[src/rtl/booth_mac_seq.sv]
module booth_mac_seq #(
  parameter int W  = 32,
  parameter int CW = $clog2(W/2 + 2)
) (
  input  logic          clk,
  input  logic          rst_n,
  input  logic          start,
  input  logic [W-1:0]  op_a,
  input  logic [W-1:0]  op_b,
  input  logic [W-1:0]  addend,
  input  logic          acc_en,
  input  logic          set_flags,
  output logic          busy,
  output logic          done,
  output logic [W-1:0]  result,
  output logic [CW-1:0] cycles,
  output logic          flag_n,
  output logic          flag_z
);

  typedef enum logic [1:0] {IDLE, SETUP, RUN} st_t;
  localparam int MAXC = W/2 + 1;

  st_t           state;
  logic [W-1:0]  mc, mp, acc, pp;
  logic          prev, fl_q;
  logic [CW-1:0] cyc;
  logic [W-1:0]  mp_nx, acc_nx;
  logic          last;

  always_comb begin
    case ({mp[1:0], prev})
      3'b001, 3'b010: pp = mc;
      3'b011:         pp = mc << 1;
      3'b100:         pp = -(mc << 1);
      3'b101, 3'b110: pp = -mc;
      default:        pp = '0;
    endcase
  end

  assign mp_nx  = W'($signed(mp) >>> 2);
  assign acc_nx = acc + pp;
  assign last   = (mp_nx == {W{mp[1]}});
  assign busy   = (state != IDLE);

  always_ff @(posedge clk) begin
    if (!rst_n) begin
      state  <= IDLE;
      mc     <= '0;
      mp     <= '0;
      acc    <= '0;
      prev   <= 1'b0;
      fl_q   <= 1'b0;
      cyc    <= '0;
      done   <= 1'b0;
      result <= '0;
      cycles <= '0;
      flag_n <= 1'b0;
      flag_z <= 1'b0;
    end else begin
      done <= 1'b0;
      case (state)
        IDLE: if (start) begin
          mc    <= op_a;
          mp    <= op_b;
          prev  <= 1'b0;
          acc   <= acc_en ? addend : '0;
          fl_q  <= set_flags;
          cyc   <= CW'(1);
          state <= SETUP;
        end
        SETUP: if (mp == '0) begin
          done   <= 1'b1;
          result <= acc;
          cycles <= CW'(1);
          if (fl_q) begin
            flag_n <= acc[W-1];
            flag_z <= (acc == '0);
          end
          state <= IDLE;
        end else begin
          cyc   <= CW'(2);
          state <= RUN;
        end
        default: begin
          acc  <= acc_nx;
          mc   <= mc << 2;
          mp   <= mp_nx;
          prev <= mp[1];
          if (last) begin
            done   <= 1'b1;
            result <= acc_nx;
            cycles <= cyc;
            if (fl_q) begin
              flag_n <= acc_nx[W-1];
              flag_z <= (acc_nx == '0);
            end
            state <= IDLE;
          end else begin
            cyc <= cyc + 1'b1;
          end
        end
      endcase
    end
  end

  assert_done_single_R5: assert property (@(posedge clk) disable iff (!rst_n)
    done |=> !done);

  assert_zero_mult_fast_R3: assert property (@(posedge clk) disable iff (!rst_n)
    (state == SETUP && mp == '0) |=> (done && cycles == CW'(1)));

  assert_no_restart_R6: assert property (@(posedge clk) disable iff (!rst_n)
    (state == RUN) |=> (state != SETUP));

  assert_cycle_bound_R9: assert property (@(posedge clk) disable iff (!rst_n)
    (state == RUN) |-> (cyc <= CW'(MAXC)));

  assert_flags_held_R7: assert property (@(posedge clk) disable iff (!rst_n)
    (done && !fl_q) |-> ($stable(flag_n) && $stable(flag_z)));

  assert_idle_result_stable_R1: assert property (@(posedge clk) disable iff (!rst_n)
    (state == IDLE) |=> $stable(result));

endmodule

[config.mk]
export PLATFORM = sky130hd
export DESIGN_NAME = booth_mac_seq
export DESIGN_NICKNAME = d
export VERILOG_FILES = /design/src/rtl/booth_mac_seq.sv
export SDC_FILE = /design/constraint.sdc
export NUM_CORES = 1
export LEC_CHECK = 0
export ABC_AREA = 1
export ABC_CLOCK_PERIOD_IN_PS = 4250
export CAP_MARGIN = 20
export CORE_ASPECT_RATIO = 1.4
export CORE_MARGIN = 3
export CORE_UTILIZATION = 50
export CTS_CLUSTER_SIZE = 28
export DETAILED_ROUTE_END_ITERATION = 16
export GPL_ROUTABILITY_DRIVEN = 0
export PLACE_DENSITY = 0.74
export SYNTH_ARGS = -nofsm -noshare
export SYNTH_HDL_FRONTEND = slang
export SYNTH_SLANG_ARGS = --single-unit
[constraint.sdc]
create_clock -name clk -period 4.25 [get_ports clk]
set_input_delay 0.425 -clock clk [delete_from_list [all_inputs] [get_ports clk]]
set_output_delay 0.425 -clock clk [all_outputs]
set_load 0.05 [all_outputs]
==> results by group <==
Run status
  – Outcome: finished, final reports clean

Drt
  – Drt drc: 0
  – DR pass1 iterations: 7
  – DRT antenna net count: 0
  – Vias per cell: 5.76
  – 1st-iter DRT viols: around 1,300
  – Post-Route WL: 35,400 um
  – Drt wl/cell: 17.1 um
  – Via count: 11,900

STA
  – Achievable Freq: 249 MHz
  – # setup viols final: 0
  – Clock Skew: 0.0131 ns
  – Worst Max-Slew Pin Slew: 1.06 ns
  – Tcrit/Tclk final: 0.945
  – TNS Setup: 0 ns
  – Slew margin rel.: 0.292
  – Worst hold slack: 0.398 ns
  – Tmin final: roughly 4.0 ns
  – Final Worst Setup Slack: approximately 0.24 ns
  – Hold Fails Final Rpt: 0
  – Final Slew Violations: 0

Cells and area
  – Ant. Diodes: 0
  – Area of the multi-input gates: 6420 um^2
  – Final nets: slightly below 2,000
  – Post-route cell area: about 13,000 um^2
  – Area grow syn2layout: 21.1%
  – Storage element area: 2900 um^2
  – Layout cells sized above 1: 0.0545
  – Fillers: 1,952

CTS
  – H-tree level count: 4
  – Hold buffers post-CTS: 0
  – Cts bufs inserted: 17
  – Clock Tree Buf Depth: 2
  – Clock Pin Slew Worst Setup and Hold Paths: 0.07 ns
  – TritonCTS clock tree: yes
  – CTS Root Cell: clkbuf_16
  – Clock latency on the worst-skew pair: between 0.4 and 0.5 ns
  – # clock sinks: 145

Power
  – Worst VDD drop: ~0.32 mV
  – Leak Pwr: 0.00562 uW
  – PwrDens: 405 nW/um^2

Hold path
  – Hold path depth: 3
  – Hold Path Class: in2reg
  – Worst Hold Launch: rst_n
  – WHS Endpoint: mp[13]$_SDFFE_PN0P_

Critical path
  – Internal reg-to-reg setup slack: around 0.24 ns
  – CP Max Fanout: 7
  – Slowest stage delay, CP: 0.43 ns
  – Worst r2r path cells: 23
  – Worst reg2reg startpoint: mc[2]$_SDFFE_PN0P_
  – Worst path arrival time: roughly 4.4 ns
  – CP Class: reg2reg
  – CP startpoint kind: flip-flop
  – Cell mode on critical path: nand2_1
  – Data required, critical path: 4.61 ns
  – Crit path cell chain: nor2_2, nand2_1, nor3_1, nand3_1, xor2_1, nor2_1, a221oi_1, o21ai_0, ha_1, nand2_1, nor2_1, nand2_1, nor3_2, nand2_1, nand2_1, nand2_1, nand2_1, nand2_1, nor2_1, nand2_1, inv_1, nand3_1, a21oi_1
  – FF-to-FF End: flag_z$_SDFFE_PN0P_
  – CP Capture Type: flip-flop
  – Crit-path slowest cell: ha_1

Placement
  – DP HPWL: approximately 26,000 um
  – I/O Buffers: 141
  – Pre-CTS WS: 0.181 ns
  – Post-DP Area: 11,800 um^2

Synth
  – Register area share after synthesis: 0.281
  – Syn Std Cell Area: 10,300 um^2
  – Top post-synthesis cells by area: dfxtp_1, nand2_1, o21ai_0, inv_1, a21oi_1
  – Largest area contributor in the netlist: dfxtp_1
  – Largest family of logic cells by synthesized area: simple AND/OR/NAND/NOR gates
  – Post-synth top area share: 0.281
  – Synth Instances: 1,704
  – Post-synthesis register bit count: 145
  – Net count after synthesis: 1,839
  – Adder-Cell Fraction of Synth Area: 0.0419
  – XOR/XNOR Fraction of Synth Area: 0.0313
  – Synth Area in Compound Gates: 0.217
  – Synth Area in Simple Gates: 0.323
  – Syn avg cell area: slightly above 6 um^2
  – Synth warn: 0
  – Synth unique cells: 45
  – Mux cell area share after synthesis: 0

Global routing
  – Met1 usage: 0.389
  – Initial antenna violation count: 0
  – GRT overflow: 0
  – Vias in the first global route: 10,800
  – Layer with the highest usage: met2
  – GR Util met2: 0.500
  – First-pass GRT wire length: 55,400 um
  – Largest net degree at the start of global routing: 97
  – Overall Global Routing Usage: 0.307
  – Met3 usage: 0.0527

Floorplan
  – Die extent in y: 176 um
  – Rows: 61
  – Die Wd: 128 um
  – Core Footprint: about 20,000 um^2
  – # IOs: about 140
  – Die ar.: 22,500 um^2
  – Starting Density: 0.515

Job
  – Max Cap Violations: 0
-- power by group --
group	switching [uW]	internal (uW)
registers	187	1490
clock network	661	830
logic	1240	669
-- per-stage QoR --
step / total power (uW) / cells / utilization
floorplan: 2900 / 1704 / -
global placement: 3460 / 2028 / 0.589
detailed placement: 3470 / 2028 / 0.589
CTS: 4950 / 2058 / 0.617
global route: 5360 / 2067 / 0.624
finish: 5080 / 2067 / 0.624
-- cell type report --
class	instances	area share
well taps	252	0.0252
clock inverters	12	0.0101
inverters	196	0.0588
repair buffers	164	0.126
multi-input cells	1280	0.513
flip-flops and latches	145	0.232
clock buffers	18	0.0351
-- flip-flops by register name (all words and copies together), names as in the netlist, 2 cells and up --
| name | cells |
|---|---|
| mc | 32 |
| cyc | 5 |
| result | 32 |
| acc | 32 |
| state | 2 |
| mp | 32 |
| cycles | 5 |
-- synthesized netlist by cell type (all sizes together) --
cell type,count
a221oi,13
nor4,10
and2,4
clkbuf,62
o2111ai,9
nand4,24
nand3b,7
nand2,532
o21bai,3
inv,194
ha,33
o211ai,5
xor2,31
or2,8
fa,1
or4,1
nor3,13
xnor2,6
a221o,3
o21ai,161
a31oi,61
a211oi,2
o22ai,13
a21oi,126
clkinv,2
o221ai,1
buf,21
a21o,3
nand3,75
and3,1
dfxtp,145
a22oi,1
nor2,133
-- worst max path at each step --
stage                       startpoint                  end  slack [ns]  depth (start not counted)
finish              mc[2]$_SDFFE_PN0P_  flag_z$_SDFFE_PN0P_        0.24                         23
global route        mc[1]$_SDFFE_PN0P_  flag_z$_SDFFE_PN0P_       -0.05                         24
detailed placement  mc[1]$_SDFFE_PN0P_  flag_z$_SDFFE_PN0P_        0.18                         26
global placement    mc[0]$_SDFFE_PN0P_  flag_z$_SDFFE_PN0P_        0.23                         26
CTS                 mc[0]$_SDFFE_PN0P_  flag_z$_SDFFE_PN0P_        0.10                         26
floorplan           mc[2]$_SDFFE_PN0P_  flag_z$_SDFFE_PN0P_        1.05                         29
-- repair_timing --
item | CTS | global route
resized for setup | 0 | 22
buffers inserted | 0 | 9
endpoints found under the setup margin | 0 | 5
-- routing by layer --
layer	up-vias	routed length [um]
met3	133	2750
met5	-	0
li1	5827	-
met2	559	16800
met1	5383	14100
met4	0	1780
-- kinds of logic after synthesis --
kind of cell / Yosys count
and+or+nand+nor: 808
AOI/OAI and AO/OA: 401
buffers and inverters: 279
DFF: 145
xor gates and xnor gates: 37
adders and majority gates: 34
-- worst max-delay path: cells and delay by family, from the launching register on --
| family | cells | cell delay [ns] |
|---|---|---|
| and+or+nand+nor | 17 | 2.31 |
| adders and majority gates | 1 | 0.43 |
| xor gates and xnor gates | 1 | 0.19 |
| buffers and inverters | 1 | 0.05 |
| AOI/OAI and AO/OA | 3 | 0.58 |
| DFF | 1 | 0.39 |
-- cell usage in the layout (no fill, tap or decap), types with 61 or more instances in the layout --
master           netlist  routed
o21ai_0              154     154
dfxtp_1              145     145
inv_1                192     190
a31oi_1               61      61
nand3_1               74      73
nor2_1               127     116
clkdlybuf4s50_1        0     140
a21oi_1              126     124
nand2_1              527     525
(Power assumes the default switching activity.)
